<file path="src/rtl/rxf_pkg.sv">
package rxf_pkg;

  typedef struct packed {
    logic long_ok;     // bit 7
    logic strip_fcs;   // bit 6
    logic drop_pause;  // bit 5
    logic keep_bad;    // bit 4
    logic bcast_ok;    // bit 3
    logic mcast_all;   // bit 2
    logic ucast_all;   // bit 1
    logic enable;      // bit 0
  } rx_cfg_t;

  localparam logic [47:0] BCAST_ADDR = 48'hFFFF_FFFF_FFFF;
  localparam logic [47:0] PAUSE_ADDR = 48'h0180_C200_0001;
  localparam logic [15:0] PAUSE_TYPE = 16'h8808;

  // address class test: exact match, then broadcast, then multicast, else unicast
  function automatic logic addr_pass(rx_cfg_t c, logic [47:0] sta, logic [47:0] dst);
    logic ok;
    if (dst == sta)             ok = 1'b1;
    else if (dst == BCAST_ADDR) ok = c.bcast_ok;
    else if (dst[40])           ok = c.mcast_all;
    else                        ok = c.ucast_all;
    return ok;
  endfunction

  function automatic logic is_pause(logic [47:0] dst, logic [15:0] typ);
    return (dst == PAUSE_ADDR) && (typ == PAUSE_TYPE);
  endfunction

  // returns {accept, err}
  function automatic logic [1:0] judge(rx_cfg_t c, logic [47:0] sta, logic [47:0] dst,
                                       logic [15:0] typ, logic len_ok, logic bad);
    logic acc;
    acc = c.enable & len_ok & addr_pass(c, sta, dst)
        & ~(bad & ~c.keep_bad) & ~(c.drop_pause & is_pause(dst, typ));
    return {acc, acc & bad};
  endfunction

endpackage

</file>
<file path="src/rtl/rxf_hdr_track.sv">
module rxf_hdr_track #(
  parameter int CW = 14
) (
  input  logic          clk,
  input  logic          rst_n,
  input  logic          in_valid,
  input  logic          in_sof,
  input  logic [7:0]    in_data,
  output logic [CW-1:0] pos,
  output logic [47:0]   dst_q,
  output logic [15:0]   typ_q
);
  localparam logic [CW-1:0] SAT = {CW{1'b1}};

  logic [CW-1:0] cnt;

  // position of the byte currently presented
  assign pos = in_sof ? '0 : cnt;

  always_ff @(posedge clk) begin
    if (!rst_n) begin
      cnt   <= '0;
      dst_q <= '0;
      typ_q <= '0;
    end else if (in_valid) begin
      cnt <= (pos == SAT) ? SAT : pos + 1'b1;
      for (int k = 0; k < 6; k++)
        if (pos == CW'(k)) dst_q[(5-k)*8 +: 8] <= in_data;
      if (pos == CW'(12)) typ_q[15:8] <= in_data;
      if (pos == CW'(13)) typ_q[7:0]  <= in_data;
    end
  end
endmodule

</file>
<file path="src/rtl/rxf_fcs_strip.sv">
module rxf_fcs_strip #(
  parameter int CW = 14
) (
  input  logic          clk,
  input  logic          rst_n,
  input  logic          strip,
  input  logic          in_valid,
  input  logic          in_sof,
  input  logic          in_eof,
  input  logic [7:0]    in_data,
  input  logic [CW-1:0] pos,
  output logic          out_valid,
  output logic          out_sof,
  output logic          out_eof,
  output logic [7:0]    out_data
);
  localparam int DEPTH = 4;

  logic [7:0] sr [DEPTH];
  logic       deep;  // event: current byte lies at least DEPTH bytes into the frame

  assign deep = (pos >= CW'(DEPTH));

  always_ff @(posedge clk) begin
    if (!rst_n) begin
      for (int k = 0; k < DEPTH; k++) sr[k] <= '0;
    end else if (in_valid) begin
      sr[0] <= in_data;
      for (int k = 1; k < DEPTH; k++) sr[k] <= sr[k-1];
    end
  end

  always_ff @(posedge clk) begin
    if (!rst_n) begin
      out_valid <= 1'b0;
      out_sof   <= 1'b0;
      out_eof   <= 1'b0;
      out_data  <= '0;
    end else if (strip) begin
      out_valid <= in_valid & deep;
      out_sof   <= in_valid & (pos == CW'(DEPTH));
      out_eof   <= in_valid & in_eof & deep;
      out_data  <= sr[DEPTH-1];
    end else begin
      out_valid <= in_valid;
      out_sof   <= in_valid & in_sof;
      out_eof   <= in_valid & in_eof;
      out_data  <= in_data;
    end
  end

  // nothing leaves without a byte entering in the cycle before
  p_out_follows_in_r9: assert property (@(posedge clk) disable iff (!rst_n)
    out_valid |-> $past(in_valid));
  // with stripping, the first forwarded byte is launched by input byte 4
  p_strip_sof_pos_r9: assert property (@(posedge clk) disable iff (!rst_n)
    (out_sof && $past(strip)) |-> ($past(pos) == CW'(DEPTH)));
endmodule

</file>
<file path="src/rtl/rxf_decide.sv">
module rxf_decide
  import rxf_pkg::*;
#(
  parameter int LW       = 15,
  parameter int MIN_LEN  = 64,
  parameter int MAX_LEN  = 1536,
  parameter int LONG_MAX = 9018
) (
  input  logic          clk,
  input  logic          rst_n,
  input  logic          fire,
  input  rx_cfg_t       cfg,
  input  logic [47:0]   station,
  input  logic [47:0]   dst,
  input  logic [15:0]   typ,
  input  logic [LW-1:0] len,
  input  logic          bad,
  output logic          verdict_valid,
  output logic          verdict_accept,
  output logic          verdict_err
);
  localparam logic [LW-1:0] MIN_L  = LW'(MIN_LEN);
  localparam logic [LW-1:0] MAX_L  = LW'(MAX_LEN);
  localparam logic [LW-1:0] LONG_L = LW'(LONG_MAX);

  logic       len_ok;   // event: length inside the active window
  logic [1:0] res;

  assign len_ok = (len >= MIN_L) && (len <= (cfg.long_ok ? LONG_L : MAX_L));
  assign res    = judge(cfg, station, dst, typ, len_ok, bad);

  always_ff @(posedge clk) begin
    if (!rst_n) begin
      verdict_valid  <= 1'b0;
      verdict_accept <= 1'b0;
      verdict_err    <= 1'b0;
    end else begin
      verdict_valid  <= fire;
      verdict_accept <= fire & res[1];
      verdict_err    <= fire & res[0];
    end
  end

  // a verdict only follows an end-of-frame byte
  p_verdict_after_eof_r2: assert property (@(posedge clk) disable iff (!rst_n)
    verdict_valid |-> $past(fire));
  // disabled receiver keeps nothing
  p_off_drops_r3: assert property (@(posedge clk) disable iff (!rst_n)
    (verdict_valid && !$past(cfg.enable)) |-> !verdict_accept);
  // runt frames are never kept
  p_runt_drop_r6: assert property (@(posedge clk) disable iff (!rst_n)
    (verdict_valid && ($past(len) < MIN_L)) |-> !verdict_accept);
  // error mark needs a flagged, kept frame
  p_err_source_r7: assert property (@(posedge clk) disable iff (!rst_n)
    verdict_err |-> ($past(bad) && verdict_accept));
endmodule

</file>
<file path="src/rtl/rx_accept_filter.sv">
module rx_accept_filter
  import rxf_pkg::*;
#(
  parameter int MIN_LEN  = 64,
  parameter int MAX_LEN  = 1536,
  parameter int LONG_MAX = 9018
) (
  input  logic        clk,
  input  logic        rst_n,
  input  logic [7:0]  cfg,
  input  logic [47:0] station_mac,
  input  logic        in_valid,
  input  logic        in_sof,
  input  logic        in_eof,
  input  logic [7:0]  in_data,
  input  logic        in_crc_bad,
  output logic        out_valid,
  output logic        out_sof,
  output logic        out_eof,
  output logic [7:0]  out_data,
  output logic        verdict_valid,
  output logic        verdict_accept,
  output logic        verdict_err
);
  localparam int CW = $clog2(LONG_MAX + 2);
  localparam int LW = CW + 1;

  rx_cfg_t       cfg_s;
  logic [CW-1:0] pos;
  logic [47:0]   dst_q;
  logic [15:0]   typ_q;
  logic [LW-1:0] frame_len;
  logic          eof_fire;

  assign cfg_s     = rx_cfg_t'(cfg);
  assign frame_len = {1'b0, pos} + 1'b1;
  assign eof_fire  = in_valid & in_eof;

  rxf_hdr_track #(.CW(CW)) u_hdr (
    .clk(clk), .rst_n(rst_n), .in_valid(in_valid), .in_sof(in_sof),
    .in_data(in_data), .pos(pos), .dst_q(dst_q), .typ_q(typ_q)
  );

  rxf_fcs_strip #(.CW(CW)) u_strip (
    .clk(clk), .rst_n(rst_n), .strip(cfg_s.strip_fcs), .in_valid(in_valid),
    .in_sof(in_sof), .in_eof(in_eof), .in_data(in_data), .pos(pos),
    .out_valid(out_valid), .out_sof(out_sof), .out_eof(out_eof), .out_data(out_data)
  );

  rxf_decide #(.LW(LW), .MIN_LEN(MIN_LEN), .MAX_LEN(MAX_LEN), .LONG_MAX(LONG_MAX)) u_dec (
    .clk(clk), .rst_n(rst_n), .fire(eof_fire), .cfg(cfg_s), .station(station_mac),
    .dst(dst_q), .typ(typ_q), .len(frame_len), .bad(in_crc_bad),
    .verdict_valid(verdict_valid), .verdict_accept(verdict_accept), .verdict_err(verdict_err)
  );

  // one verdict per end-of-frame byte, and only after one
  p_one_verdict_r2: assert property (@(posedge clk) disable iff (!rst_n)
    $past(in_valid && in_eof) |-> verdict_valid);
endmodule

</file>
<file path="config.mk">
export PLATFORM = sky130hd
export DESIGN_NAME = rx_accept_filter
export DESIGN_NICKNAME = d
export VERILOG_FILES = /design/src/rtl/rxf_pkg.sv /design/src/rtl/rxf_hdr_track.sv /design/src/rtl/rxf_fcs_strip.sv /design/src/rtl/rxf_decide.sv /design/src/rtl/rx_accept_filter.sv
export SDC_FILE = /design/constraint.sdc
export NUM_CORES = 1
export LEC_CHECK = 0
export ABC_AREA = 0
export BUFFER_PORTS_ARGS = -buffer_cell sky130_fd_sc_hd__buf_2
export CORE_AREA = 4 4 109 111
export CTS_BUF_LIST = sky130_fd_sc_hd__clkbuf_4 sky130_fd_sc_hd__clkbuf_8 sky130_fd_sc_hd__clkbuf_16
export CTS_CLUSTER_DIAMETER = 50
export DETAILED_ROUTE_END_ITERATION = 6
export DIE_AREA = 0 0 113 115
export GPL_ROUTABILITY_DRIVEN = 0
export PLACE_DENSITY = 0.79
export SYNTH_ARGS = -nofsm -noshare
export SYNTH_HDL_FRONTEND = slang
export SYNTH_SLANG_ARGS = --single-unit
</file>
<file path="constraint.sdc">
create_clock -name clk -period 3.4 [get_ports clk]
set_input_delay 0.68 -clock clk [delete_from_list [all_inputs] [get_ports clk]]
set_output_delay 0.68 -clock clk [all_outputs]
set_load 0.02 [all_outputs]
</file>
==> run metrics, run 1 <==
status=complete, no violations; pwr dens=508 mW/mm^2; Inst Count DP=815; initial antenna violation count=1; Cell variety after synth=50; sequential element share of the synthesized area=45.2%; Synth-to-Final Area Change=17.7%; setup TNS=0 ps; P_sw=0.836 mW; clk_skew=4.99 ps; Initial Util=57.5%; total CTS buffers=17; CTS tree=yes; final worst slack=601 ps; Final Critical Period=2800 ps; Setup crit end kind=flip-flop; Internal Power=2.87 mW; reg2reg setup slack=600 ps; hold_ws=435 ps; setup violators final=0; period utilization=82.3%; Synth warnings=0; Clk Latency, worst-skew pair=510 ps; CTS H-Tree Depth=4; syn_nets=704; Final Hold Fails=0; Final Util=67.6%; postcts setup bufs=0; ANT cells=0; pin count of the biggest net entering global routing=107; Synth Cell Area=0.00620 mm^2; CP max stage cell=dfxtp_1; vias in the first global route=5115; final WL=16200 um; port buffer count=83; I/O pin cnt=84; unrepaired setup endpoints after global routing=false; clock buffer depth=2; DRT iter0 DRCs=504; f_max=357 MHz; fraction of layout cells with a size suffix above 1=19.9%; vias per inst=6.04; CP Cell Sequence=nand2b_1, inv_1, ha_1, and3_1, xnor2_1, nor2_1, ha_1, a21o_1, a211o_1, nor3_1, and4bb_2, o21ai_1, and3_1; Die Ht=115 um; via count=5118; syn_area_per_cell=9.94 um^2; most common cell after layout, fill and taps aside=dfxtp_1; DP Worst Slack=157 ps; slowest cell delay on critical path=410 ps; Crit Path Category=reg2reg; chip width=113 um; Routed Antenna Nets=0; CTS sink cnt=124; Seq pwr share=42.8%; Max Cap Viol=0; gr usage total=25.7%; nets@finish=774; average routed wire per standard cell=19.2 um; Async SR Flop Fraction=0%; CTS Root Cell=clkbuf_8; hold_buf cts=0; core area=0.0108 mm^2; Comb pwr share=7.8%; first-pass GRT wire length=26300 um; Crit path required time=3860 ps; most frequent cells in the layout=92 x dfxtp_1, 83 x buf_2, 63 x nor2b_1; Least-Margin Pin Slew=804 ps; std cell rows=38; maximum VDD drop=0.000327 V; Yosys reg bits=124; EDFF count, synth=32; count of pins over their slew limit=0; CP Max Fanout=5; slew margin rel.=46.4%; Worst EP arrival=3260 ps; GRT Residual Overflow=0; Clock Power Share=49.3%; DP HPWL=11200 um; CTS clock-pin slew for the worst setup and hold paths=60 ps; hold crit path type=in2reg; cell count after synthesis=624; Post-CTS Resized=0; Sw Ratio=22.5%; ys flop type=dfxtp_1; fin cells=847; LEAKAGE=3.13 nW; Remaining DRCs=0; drt pass-1 iters=6; die footprint=0.0130 mm^2; CP startpoint kind=flip-flop
[logic make-up after synthesis]
group,count (synthesis),share of synthesized area [%]
simple gates,266,25.3
flops,124,45.2
compound gates,61,6.60
mux,61,9.93
xor+xnor,56,7.91
buf+inv,46,3.07
fa+ha+maj,10,2.02
[worst paths after layout]
kind	start	to	cells past startpoint
setup / recovery	u_hdr.cnt[1]	u_dec.verdict_err	13
hold / removal	in_crc_bad	u_dec.verdict_err	2
setup reg to reg	u_hdr.cnt[1]	u_dec.verdict_err	13
hold reg to reg	u_hdr.typ_q[11]	u_hdr.typ_q[11]	2
[synthesized netlist by cell type, types with 5 or more instances]
| master | instances | share of area (%) |
|---|---|---|
| dfxtp_1 | 92 | 30 |
| inv_1 | 6 | 0.36 |
| nor2b_1 | 63 | 6.4 |
| a21boi_0 | 19 | 2.3 |
| nand4_1 | 28 | 2.8 |
| nand2_1 | 36 | 2.2 |
| nor2_1 | 20 | 1.2 |
| o21ai_0 | 18 | 1.5 |
| edfxtp_1 | 32 | 15 |
| nand3_1 | 25 | 2.0 |
| a21oi_1 | 5 | 0.40 |
| clkbuf_1 | 30 | 1.8 |
| ha_1 | 10 | 2.0 |
| xnor2_1 | 54 | 7.6 |
| and3_1 | 38 | 3.8 |
| nor4_1 | 19 | 1.9 |
| buf_2 | 8 | 0.65 |
| nor3_1 | 10 | 0.81 |
| mux2i_1 | 57 | 9.2 |
[metrics by stage]
| step | instance area (um^2) | total power [mW] |
|---|---|---|
| after floorplan | 6200 | 1.79 |
| after global placement | 6680 | 1.89 |
| after detailed placement | 6680 | 1.91 |
| after CTS | 7300 | 3.72 |
| after global routing | 7300 | 3.84 |
| final | 7300 | 3.71 |
[power by group through the flow]
stage | combinational [mW] | clock [mW] | sequential (mW)
floorplan | 0.174 | 0 | 1.62
global placement | 0.277 | 0 | 1.62
detailed placement | 0.286 | 0 | 1.62
CTS | 0.290 | 1.84 | 1.59
global route | 0.316 | 1.93 | 1.59
finish | 0.291 | 1.83 | 1.59
[flip-flops by register name, summed over array words and instances (netlist names)]
| signal | flops |
|---|---|
| u_hdr.dst_q | 48 |
| u_strip.sr | 32 |
| u_hdr.typ_q | 16 |
| u_hdr.cnt | 14 |
| u_strip.out_data | 8 |
| u_dec.verdict_accept | 1 |
| u_dec.verdict_err | 1 |
| u_dec.verdict_valid | 1 |
| u_strip.out_eof | 1 |
| u_strip.out_sof | 1 |
| u_strip.out_valid | 1 |
[routing by layer]
metal / GRT usage (%) / share of wire [%] / vias to the layer above
li1: - / - / 2377
met1: 32.9 / 41 / 2471
met2: 42.2 / 49 / 215
met3: 6.16 / 7.5 / 55
met4: 9.86 / 2.8 / 0
met5: 0 / 0 / -
[critical path: cells and delay by family, from the launching register on]
| family | cells | cell delay, ps |
|---|---|---|
| buffers and inverters | 1 | 120 |
| flip-flops | 1 | 410 |
| AND/OR/NAND/NOR | 6 | 960 |
| XOR/XNOR | 1 | 140 |
| AO/OA/AOI/OAI | 3 | 620 |
| adder cells (fa/ha/maj) | 2 | 490 |
[final cells by class]
type / count / area, um^2
clock inverter: 9 / 106
fill: 811 / 3500
clock buffer: 23 / 507
timing repair buffer: 91 / 475
multi-input combinational: 454 / 3210
inverter: 6 / 22.5
sequential: 124 / 2800
tap: 140 / 175
No activity file was read; power rests on OpenSTA's default activity.
==> run 2: changes to the inputs <==
clock period = 2.8 ns   (was 3.4 ns; I/O delays follow)
==> run 2 against run 1 <==
Effect of this change:
- cell area rose by 1.4%
- count of clock-buffer cells in the layout unchanged
- clock power rose by 17%
- sequential share of layout area fell by 0.55 points
- largest cell class unchanged
- global-route usage decreased by 0.34 points
- maximum frequency grew 9.1%
- first-iteration DRC count decreased by 46%
- non-clock buffer count is 13 higher
==> run metrics, run 2 (same netlist as run 1, synthesis figures left out) <==
period utilization=91.6%; CP max stage cell=dfxtp_1; fin cells=860; die footprint=0.0130 mm^2; most frequent cells in the layout=92 x dfxtp_1, 83 x buf_2, 62 x nor2b_1; maximum VDD drop=0.000437 V; Post-CTS Resized=0; final WL=15900 um; Crit Path Category=reg2reg; vias in the first global route=5185; std cell rows=38; Initial Util=57.5%; gr usage total=25.3%; max FFs per register=48; CP Max Fanout=5; slowest cell delay on critical path=380 ps; first-pass GRT wire length=25700 um; Setup crit end kind=flip-flop; Die Ht=115 um; pin count of the biggest net entering global routing=105; nets@finish=787; Clk Latency, worst-skew pair=520 ps; hold_buf cts=0; total power=4.43 mW; GRT Residual Overflow=0; DP HPWL=11300 um; ANT cells=0; I/O pin cnt=84; Comb pwr share=8.0%; clk_skew=9.33 ps; CP top delay family=simple AND/OR/NAND/NOR gates; DRT iter0 DRCs=271; Final Critical Period=2570 ps; CP Cell Sequence=nor2b_4, ha_4, and3_4, xnor2_1, nor2_1, ha_1, a21o_1, a211o_1, nor3_1, and4bb_2, o21ai_1, and3_1; status=complete, no violations; Routed Antenna Nets=0; Remaining DRCs=0; Synth-to-Final Area Change=19.4%; port buffer count=83; pwr dens=599 mW/mm^2; Least-Margin Pin Slew=768 ps; postcts setup bufs=0; Most flops, register=u_hdr.dst_q; Worst EP arrival=3020 ps; count of pins over their slew limit=0; via count=5037; Crit path required time=3260 ps; Worst Path Buf+Inv=0; Final Hold Fails=0; total CTS buffers=17; Sw Ratio=21.7%; most common cell after layout, fill and taps aside=dfxtp_1; CTS sink cnt=124; initial antenna violation count=0; Seq pwr share=43.5%; f_max=390 MHz; vias per inst=5.86; average routed wire per standard cell=18.4 um; CTS clock-pin slew for the worst setup and hold paths=60 ps; drt pass-1 iters=5; slew margin rel.=48.8%; CTS H-Tree Depth=4; Clock Power Share=48.5%; Inst Count DP=828; top flop regs=u_hdr.dst_q x48, u_strip.sr x32, u_hdr.typ_q x16; unrepaired setup endpoints after global routing=false; P_sw=0.962 mW; core area=0.0108 mm^2; CTS tree=yes; CTS Root Cell=clkbuf_8; Internal Power=3.47 mW; Max Cap Viol=0; clock buffer depth=2; chip width=113 um; setup violators final=0; fraction of layout cells with a size suffix above 1=21.8%; hold crit path type=in2reg; CP startpoint kind=flip-flop; LEAKAGE=3.19 nW
run 2: metal layers:
metal / GRT usage [%] / vias up / wire length, um
met5: 0 / - / 0
met4: 11.7 / 0 / 508
met3: 6.79 / 45 / 1270
met2: 42.9 / 215 / 7630
met1: 30.2 / 2379 / 6440
li1: - / 2398 / -
run 2: final timing paths:
| path | from | endpoint | slack (ps) | depth (start not counted) |
|---|---|---|---|---|
| setup reg to reg | u_hdr.cnt[0] | u_dec.verdict_err | 230 | 12 |
| hold reg to reg | u_hdr.typ_q[11] | u_hdr.typ_q[11] | 520 | 2 |
| setup / recovery | u_hdr.cnt[0] | u_dec.verdict_err | 230 | 12 |
| hold / removal | in_crc_bad | u_dec.verdict_err | 300 | 2 |
run 2: final cells by class:
cell class	instances	area [um^2]
clock buffer	23	465
clock inverter	9	120
fill	803	3390
inverter	6	25.0
multi-input combinational	454	3240
sequential	124	2800
tap	140	175
timing repair buffer	104	573
run 2: through the flow:
step	util (%)	hold slack [ps]	setup WS [ps]	area [um^2]	setup TNS (ps)
2_1_floorplan	-	469	24.1	6240	0
3_3_place_gp	63.2	492	-39.9	6820	-57.6
3_5_place_dp	63.2	503	-122	6820	-210
4_1_cts	68.6	279	222	7400	0
5_1_grt	68.6	292	69.6	7400	0
6_report	68.6	299	235	7400	0
run 2: power by group through the flow:
stage | combinational, mW | clock [mW] | sequential [mW]
after floorplan | 0.215 | 0 | 1.97
after global placement | 0.339 | 0 | 1.96
after detailed placement | 0.351 | 0 | 1.96
after CTS | 0.353 | 2.18 | 1.93
after global routing | 0.387 | 2.27 | 1.93
final | 0.354 | 2.15 | 1.93
==> run 3: changes to the inputs <==
CORE_AREA = 4 4 112 114   (was 4 4 109 111)
DIE_AREA = 0 0 116 118   (was 0 0 113 115)
PLACE_DENSITY = 0.75   (was 0.79)
==> run 3 against run 2 <==
Effect of this change:
- first-iteration DRC count grew 1.1%
- worst hold slack better by 99 ps
- count of clock-buffer cells in the layout grew 1
- critical path depth up 1
- clock power rose by 5%
- die area rose by 5.3%
- core utilization fell by 3.5 points
- cell area increased by 0.47%
- setup slack got worse by 23 ps
- via count down 1.2%
==> run metrics, run 3 (same netlist as run 1, synthesis figures left out) <==
fraction of layout cells with a size suffix above 1=22.1%; CTS sink cnt=124; nets@finish=786; clock buffer depth=2; f_max=386 MHz; Least-Margin Pin Slew=712 ps; Internal Power=3.52 mW; WL met1=6930 um; die footprint=0.0137 mm^2; Final Hold Fails=0; Clock Power Share=49.7%; Remaining DRCs=0; Reg2Reg Depth=13; Worst EP arrival=2940 ps; Sw Ratio=22.4%; maximum VDD drop=0.000455 V; setup violators final=0; total CTS buffers=17; GRT Residual Overflow=0; CP Max Fanout=5; Die Ht=118 um; Worst Path Buf+Inv=1; unrepaired setup endpoints after global routing=false; met2 WL=7550 um; gr usage total=23.9%; vias per inst=5.77; CTS tree=yes; final worst slack=212 ps; CTS Root Cell=clkbuf_16; Seq pwr share=42.5%; average routed wire per standard cell=18.2 um; core area=0.0114 mm^2; count of pins over their slew limit=0; met3 wire len=826 um; Clk Latency, worst-skew pair=420 ps; CP Depth=13; vias in the first global route=5024; total power=4.54 mW; Comb pwr share=7.8%; reg2reg setup slack=210 ps; Worst Hold Depth=2; Initial Util=54.3%; pin count of the biggest net entering global routing=96; drt pass-1 iters=4; port buffer count=83; Crit path required time=3150 ps; via count=4978; I/O pin cnt=84; chip width=116 um; most frequent cells in the layout=92 x dfxtp_1, 83 x buf_2, 62 x nor2b_1; Setup crit end kind=flip-flop; most common cell after layout, fill and taps aside=dfxtp_1; top flop regs=u_hdr.dst_q x48, u_strip.sr x32, u_hdr.typ_q x16; period utilization=92.4%; CP startpoint kind=flip-flop; slowest cell delay on critical path=450 ps; final WL=15700 um; Routed Antenna Nets=0; LEAKAGE=3.20 nW; CP top delay family=simple AND/OR/NAND/NOR gates; setup TNS=0 ps; CTS clock-pin slew for the worst setup and hold paths=50 ps; DP Worst Slack=-141 ps; Crit Path Category=reg2reg; status=complete, no violations; Most flops, register=u_hdr.dst_q; hold crit path type=in2reg; std cell rows=39; Final Critical Period=2590 ps; DP HPWL=11200 um; initial antenna violation count=0; DRT iter0 DRCs=274; first-pass GRT wire length=25400 um; pwr dens=610 mW/mm^2; CTS H-Tree Depth=4; clk_skew=14.4 ps; Synth-to-Final Area Change=19.9%; Top Metal Used=met4; CP Cell Sequence=nand2b_4, inv_4, ha_4, and3_4, xnor2_1, nor2_1, ha_1, a21o_1, a211o_1, nor3_2, and4bb_2, o21ai_1, and3_1; slew margin rel.=52.6%; max FFs per register=48; CP max stage cell=dfxtp_1; ANT cells=0; Max Cap Viol=0; P_sw=1.01 mW
run 3: changes by cell type in the layout (fill, tap and decap cells not counted), sizes merged:
cell,delta
inv,+3
clkinv,-2
buf,-1
bufinv,-1
clkbuf,+1
clkinvlp,-1
run 3: power by group through the flow:
stage	registers, mW	clock network, mW	logic, mW
finish	1.93	2.25	0.353
detailed placement	1.97	0	0.351
floorplan	1.97	0	0.215
global placement	1.96	0	0.341
global route	1.93	2.37	0.382
CTS	1.93	2.29	0.354
run 3: cell type report:
cell class                      count  area [um^2]
Fill cell                         950         3980
Sequential cell                   124         2800
Timing Repair Buffer              103          566
Multi-Input combinational cell    454         3250
Tap cell                          143          179
Inverter                            6         25.0
Clock inverter                      8          104
Clock buffer                       24          515
run 3: worst register-to-register path, delay by kind of cell (launching register included):
kind | cells | cell delay, ps
adders and majority gates | 2 | 450
buffers and inverters | 1 | 70
DFF | 1 | 450
AOI/OAI and AO/OA | 3 | 590
and+or+nand+nor | 6 | 860
xor gates and xnor gates | 1 | 110
run 3: routing by layer:
metal,vias to the layer above,track usage (%)
met3,31,5.14
met1,2409,30.9
met4,0,10.2
li1,2396,-
met2,142,38.1
met5,-,0
run 3: stage by stage:
step / std cells / util, % / instance area [um^2] / hold slack (ps)
2_1_floorplan: 624 / - / 6240 / 469
3_3_place_gp: 830 / 59.7 / 6810 / 493
3_5_place_dp: 830 / 59.7 / 6810 / 513
4_1_cts: 862 / 65.1 / 7430 / 378
5_1_grt: 862 / 65.1 / 7440 / 402
6_report: 862 / 65.1 / 7440 / 398
run 3: worst paths after layout:
path                           from                  end
hold reg to reg   u_strip.sr[0][28]  u_strip.out_data[4]
setup / recovery       u_hdr.cnt[1]    u_dec.verdict_err
setup reg to reg       u_hdr.cnt[1]    u_dec.verdict_err
hold / removal           in_crc_bad    u_dec.verdict_err
run 3: timing repair:
item / CTS / global route
setup endpoints to repair: 0 / 2
endpoints found under the hold margin: 0 / 0
gates resized for setup: 0 / 1
buffers inserted: 0 / 0
hold buffers: 0 / 0
